## src/rtl/pbwa_pkg.sv

```systemverilog
package pbwa_pkg;

   typedef enum logic [1:0] {
      RGN_CTRL = 2'd0,
      RGN_NARROW = 2'd1,
      RGN_WIDE = 2'd2,
      RGN_MEM = 2'd3
   } region_e;

   localparam int LANE_W = 8;
   localparam int LANES = 2;
   localparam int BUS_W = LANE_W * LANES;

endpackage

```

## src/rtl/pbwa_region_dec.sv

```systemverilog
module pbwa_region_dec
   import pbwa_pkg::*;
#(
   parameter int ADDR_W = 16,
   parameter logic [ADDR_W-1:0] CTRL_LAST = 16'h000F,
   parameter logic [ADDR_W-1:0] NARROW_LAST = 16'h00FF,
   parameter logic [ADDR_W-1:0] WIDE_LAST = 16'h01FF
) (
   input  logic [ADDR_W-1:0] addr,
   output region_e           region
);

   always_comb begin
      if (addr <= CTRL_LAST)        region = RGN_CTRL;
      else if (addr <= NARROW_LAST) region = RGN_NARROW;
      else if (addr <= WIDE_LAST)   region = RGN_WIDE;
      else                          region = RGN_MEM;
   end

endmodule

```

## src/rtl/pbwa_access_check.sv

```systemverilog
module pbwa_access_check
   import pbwa_pkg::*;
(
   input  region_e region,
   input  logic    odd_addr,
   input  logic    byte_acc,
   input  logic    rd,
   input  logic    wr,
   output logic    acc_err,
   output logic    acc_ok
);

   logic req;
   logic bad_word_align;
   logic bad_ctrl_word;
   logic bad_wide_byte;

   assign req = rd | wr;

   always_comb begin
      bad_word_align = !byte_acc && odd_addr;
      bad_ctrl_word  = !byte_acc && (region == RGN_CTRL);
      bad_wide_byte  = byte_acc && odd_addr && (region == RGN_WIDE);
   end

   assign acc_err = req & (bad_word_align | bad_ctrl_word | bad_wide_byte);
   assign acc_ok  = req & ~acc_err;

endmodule

```

## src/rtl/pbwa_write_lanes.sv

```systemverilog
module pbwa_write_lanes
   import pbwa_pkg::*;
#(
   parameter bit BYTE_REPLICATE = 1'b1
) (
   input  region_e           region,
   input  logic              odd_addr,
   input  logic              byte_acc,
   input  logic [BUS_W-1:0]  wdata_in,
   output logic [LANES-1:0]  be,
   output logic [BUS_W-1:0]  wdata_out
);

   logic [LANE_W-1:0] low_byte;
   logic [BUS_W-1:0]  byte_placed;

   assign low_byte = wdata_in[LANE_W-1:0];

   generate
      if (BYTE_REPLICATE) begin : g_replicate
         assign byte_placed = {LANES{low_byte}};
      end else begin : g_steer
         assign byte_placed = odd_addr ? {low_byte, {LANE_W{1'b0}}}
                                       : {{LANE_W{1'b0}}, low_byte};
      end
   endgenerate

   always_comb begin
      if (byte_acc) begin
         be        = odd_addr ? 2'b10 : 2'b01;
         wdata_out = byte_placed;
      end else if (region == RGN_NARROW) begin
         be        = 2'b01;
         wdata_out = {{LANE_W{1'b0}}, low_byte};
      end else begin
         be        = 2'b11;
         wdata_out = wdata_in;
      end
   end

endmodule

```

## src/rtl/pbwa_read_fmt.sv

```systemverilog
module pbwa_read_fmt
   import pbwa_pkg::*;
#(
   parameter logic [LANE_W-1:0] UNDEF_FILL = 8'hFF
) (
   input  logic              clk,
   input  logic              rst_n,
   input  logic              rd,
   input  logic              acc_err,
   input  region_e           region,
   input  logic              odd_addr,
   input  logic              byte_acc,
   input  logic [BUS_W-1:0]  tgt_rdata,
   output logic [BUS_W-1:0]  rdata,
   output logic              rvalid,
   output logic              warn
);

   logic [BUS_W-1:0]  fmt_data;
   logic [LANE_W-1:0] picked;
   logic              narrow_word;

   assign picked      = odd_addr ? tgt_rdata[BUS_W-1:LANE_W] : tgt_rdata[LANE_W-1:0];
   assign narrow_word = !byte_acc && (region == RGN_NARROW);

   always_comb begin
      if (byte_acc)
         fmt_data = {{LANE_W{1'b0}}, picked};
      else if (narrow_word)
         fmt_data = {UNDEF_FILL, tgt_rdata[LANE_W-1:0]};
      else
         fmt_data = tgt_rdata;
   end

   always_ff @(posedge clk or negedge rst_n) begin
      if (!rst_n) begin
         rdata  <= '0;
         rvalid <= 1'b0;
         warn   <= 1'b0;
      end else begin
         rvalid <= rd;
         if (rd) begin
            rdata <= acc_err ? '0 : fmt_data;
            warn  <= !acc_err && narrow_word;
         end
      end
   end

endmodule

```

## src/rtl/pbus_width_adapter.sv

```systemverilog
module pbus_width_adapter
   import pbwa_pkg::*;
#(
   parameter int ADDR_W = 16,
   parameter logic [ADDR_W-1:0] CTRL_LAST = 16'h000F,
   parameter logic [ADDR_W-1:0] NARROW_LAST = 16'h00FF,
   parameter logic [ADDR_W-1:0] WIDE_LAST = 16'h01FF,
   parameter logic [7:0] UNDEF_FILL = 8'hFF,
   parameter bit BYTE_REPLICATE = 1'b1
) (
   input  logic              clk,
   input  logic              rst_n,
   input  logic [ADDR_W-1:0] cpu_addr,
   input  logic              cpu_rd,
   input  logic              cpu_wr,
   input  logic              cpu_byte,
   input  logic [15:0]       cpu_wdata,
   output logic              sel_sfr,
   output logic              sel_p8,
   output logic              sel_p16,
   output logic              sel_mem,
   output logic [ADDR_W-1:0] tgt_addr,
   output logic              tgt_we,
   output logic [1:0]        tgt_be,
   output logic [15:0]       tgt_wdata,
   input  logic [15:0]       tgt_rdata,
   output logic [15:0]       cpu_rdata,
   output logic              cpu_rvalid,
   output logic              acc_err,
   output logic              undef_warn
);

   initial begin
      assert (ADDR_W >= 10) else $error("ADDR_W too small for region map");
      assert (CTRL_LAST < NARROW_LAST) else $error("region bounds out of order");
      assert (NARROW_LAST < WIDE_LAST) else $error("region bounds out of order");
      assert (CTRL_LAST[0] && NARROW_LAST[0] && WIDE_LAST[0])
         else $error("region ends must be odd addresses");
   end

   region_e region;
   logic    acc_ok;
   logic    odd_addr;

   assign odd_addr = cpu_addr[0];
   assign tgt_addr = cpu_addr;

   pbwa_region_dec #(
      .ADDR_W(ADDR_W),
      .CTRL_LAST(CTRL_LAST),
      .NARROW_LAST(NARROW_LAST),
      .WIDE_LAST(WIDE_LAST)
   ) dec_i (
      .addr(cpu_addr),
      .region(region)
   );

   pbwa_access_check chk_i (
      .region(region),
      .odd_addr(odd_addr),
      .byte_acc(cpu_byte),
      .rd(cpu_rd),
      .wr(cpu_wr),
      .acc_err(acc_err),
      .acc_ok(acc_ok)
   );

   pbwa_write_lanes #(
      .BYTE_REPLICATE(BYTE_REPLICATE)
   ) wl_i (
      .region(region),
      .odd_addr(odd_addr),
      .byte_acc(cpu_byte),
      .wdata_in(cpu_wdata),
      .be(tgt_be),
      .wdata_out(tgt_wdata)
   );

   pbwa_read_fmt #(
      .UNDEF_FILL(UNDEF_FILL)
   ) rf_i (
      .clk(clk),
      .rst_n(rst_n),
      .rd(cpu_rd),
      .acc_err(acc_err),
      .region(region),
      .odd_addr(odd_addr),
      .byte_acc(cpu_byte),
      .tgt_rdata(tgt_rdata),
      .rdata(cpu_rdata),
      .rvalid(cpu_rvalid),
      .warn(undef_warn)
   );

   assign sel_sfr = acc_ok && (region == RGN_CTRL);
   assign sel_p8  = acc_ok && (region == RGN_NARROW);
   assign sel_p16 = acc_ok && (region == RGN_WIDE);
   assign sel_mem = acc_ok && (region == RGN_MEM);
   assign tgt_we  = cpu_wr && acc_ok;

endmodule

```

## config.mk

```make
export PLATFORM = sky130hd
export DESIGN_NAME = pbus_width_adapter
export DESIGN_NICKNAME = d
export VERILOG_FILES = /design/src/rtl/pbwa_pkg.sv /design/src/rtl/pbwa_region_dec.sv /design/src/rtl/pbwa_access_check.sv /design/src/rtl/pbwa_write_lanes.sv /design/src/rtl/pbwa_read_fmt.sv /design/src/rtl/pbus_width_adapter.sv
export SDC_FILE = /design/constraint.sdc
export NUM_CORES = 1
export LEC_CHECK = 0
export CORE_MARGIN = 4
export CORE_UTILIZATION = 33
export CTS_CLUSTER_DIAMETER = 50
export CTS_CLUSTER_SIZE = 8
export DETAILED_ROUTE_END_ITERATION = 12
export PLACE_DENSITY = 0.85
export SYNTH_ARGS = -nofsm -noshare
export SYNTH_HDL_FRONTEND = slang
export SYNTH_SLANG_ARGS = --single-unit
```

## constraint.sdc

```tcl
create_clock -name clk -period 4.9 [get_ports clk]
set_clock_uncertainty 0.05 [all_clocks]
set_input_delay 0.735 -clock clk [delete_from_list [all_inputs] [get_ports clk]]
set_output_delay 0.735 -clock clk [all_outputs]
set_load 0.05 [all_outputs]
```

==> impl_metrics.tcl <==
set metrics [dict create \
    nets 250 \
    critPathBufInv 2 \
    peakVddDrop_uv 153.7 \
    yosysMostFrequentCell "buf_4" \
    slew_violations 0 \
    synthArstFlopShare_pct 100.0 \
    clkLatencyLatePin_ns 0.25 \
    cp.arrival_ns 3.34 \
    globalRouteOverflowTotal 0 \
    setup_violations 0 \
    postPlaceCellArea_um2 2127 \
    pin_count 111 \
    slew_headroom_pct 48.30 \
    start_util_pct 35.43 \
    power_leakage_nw 0.8879 \
    end_kind "output port" \
    gp_congestion 0.9205 \
    port_buffers 104 \
    synth_cell_type_count 28 \
    num_vias 1329 \
    grt_use_met2_pct 33.26 \
    yosysWarnings 0 \
    maxCapViolCount 0 \
    rsz0062_at_grt "false" \
    min-delay-path-class "reg2reg" \
    drt_iter0_drc 54 \
    postCtsSetupRepairBufs 0 \
    grt_max_degree 26 \
    critical_path_class "in2out" \
    tritoncts "yes" \
    wl_per_cell_um 18.80 \
    worst_setup_path_start_kind "input port" \
    cts_made_buffers 3 \
    ys.flop_type "dfrtp_1" \
    syn_area_per_cell_um2 10.50 \
    critPathMaxStageDelay_ns 0.81 \
    holdWs_ns 0.4382 \
    grt_pass1_wl_um 7107 \
    die_height_um 69.02 \
    cts_sinks 18 \
    syn_inst 117 \
    yosysTopAreaCellShare_pct 36.66 \
    fp-row-count 21 \
    ant_nets 0 \
    met3_usage_pct 6.977 \
    cts.reportedPaths.clkPinSlew_ns 0.06 \
    synth_edf_count 0 \
    yosysTopAreaCell "dfrtp_1" \
    crit_slowest_cell "clkdlybuf4s50_1" \
    ys_top_cells_by_count "24 x buf_4, 18 x dfrtp_1, 10 x nand2_1" \
    total_power_uw 515.7 \
    drt_wl_total_um 4530 \
    antenna_cells 0 \
    grt_pass1_vias 1397 \
    synth_area_um2 1229 \
    antenna_found_initial 0 \
    fmax_mhz 242.2 \
    hpwlAfterDp_um 3663 \
    yosys-top-cells-area "dfrtp_1 37%, buf_4 15%, a221o_1 6.5%" \
    required_ns 4.12 \
    cts_root_buf "clkbuf_8" \
    powerDensity_nw_per_um2 237.9 \
    preCtsSetupSlack_ns 0.7653 \
    die_area_um2 4764 \
    grt_usage_pct 18.07 \
    hold_buffers 0 \
    use_met1_pct 18.47 \
    die-width_um 69.02 \
    first_pass_iters 4 \
    hold_viol_final 0 \
    vias_per_cell 5.515 \
    setup_ws_ns 0.7711 \
    design_area_um2 2168 \
    period_minus_slack_ns 4.129 \
    timing.critical_path.mode_cell "clkdlybuf4s50_1" \
    syn_to_final_growth_pct 76.48 \
    drc_errors 0 \
    drive_gt1_share_pct 6.667 \
    seq_area_frac_synth_pct 36.66 \
    min_period_over_period_pct 84.26 \
    core_area_um2 3468 \
    crit_fanout 9 \
    syn-num-nets 170 \
    cts_resized 0 \
    setup_tns_ns 0 \
    critical_path.top_delay_family "buffers and inverters" \
    cts_buffer_depth 2 \
    worst_pin_slew_ns 0.7731 \
    path_cells "clkdlybuf4s50_1 -> or4_1 -> a31oi_2 -> a22o_1 -> clkdlybuf4s50_1" \
    busiest_layer "met2" \
    status "complete, no violations" \
    h-tree-depth 1 \
    ys_ff_latch 18 \
]
[layout by cell type (no fill, tap or decap), drive strengths merged, types with 2 or more instances in the layout]
cell type      instances
o41ai                  8
a21o                   2
nand2                 10
nor3                   2
a21oi                  3
a22o                   8
nor4                   6
a221o                  8
dfrtp                 18
or4                    4
mux2i                  8
clkdlybuf4s50        104
clkbuf                 3
[metal layers]
metal,vias up,wire length [um]
met5,-,0
met4,0,81
met3,9,499
met2,97,2316
met1,623,1632
li1,600,-
[state kept, by name, indices dropped and copies added, names as in the netlist]
signal / count
rf_i.rvalid: 1
rf_i.warn: 1
rf_i.rdata: 16
[area by class of cell]
cell class	count	area [um^2]
clock buffers	3	41.29
fillers	283	1300
inverters	1	3.754
multi-input cells	69	574.3
flip-flops and latches	18	450.4
well taps	46	57.56
repair buffers	104	1041
[where the power goes]
group | switching [mW] | total [mW] | internal [mW] | leakage (nW)
sequential | 0.00675 | 0.167 | 0.160 | 0.234
clock | 0.0456 | 0.100 | 0.0546 | 0.0216
combinational | 0.151 | 0.249 | 0.0983 | 0.632
[final timing paths]
kind	start	endpoint	slack, ns	depth (start not counted)
hold / removal	rf_i.rdata[1]$_DFFE_PN0P_	rf_i.rdata[1]$_DFFE_PN0P_	0.44	2
min in group asynchronous	rst_n	rf_i.rdata[7]$_DFFE_PN0P_	0.88	1
max in group asynchronous	rst_n	rf_i.rdata[8]$_DFFE_PN0P_	3.43	1
setup / recovery	cpu_addr[5]	tgt_wdata[11]	0.77	5
setup reg to reg	rf_i.rdata[14]$_DFFE_PN0P_	rf_i.rdata[14]$_DFFE_PN0P_	3.99	1
hold reg to reg	rf_i.rdata[1]$_DFFE_PN0P_	rf_i.rdata[1]$_DFFE_PN0P_	0.44	2
[through the flow]
stage / utilization (%) / std cells
finish: 62.52 / 241
global route: 62.52 / 241
CTS: 62.52 / 241
detailed placement: 61.33 / 238
global placement: 61.33 / 238
floorplan: - / 117
[cell families after synthesis]
family | share of synthesized area, %
AOI/OAI and AO/OA | 22.91
buffers and inverters | 16.60
DFF | 36.66
muxes | 6.518
and+or+nand+nor | 17.31
Note: power is estimated with default switching activity, not from simulation.
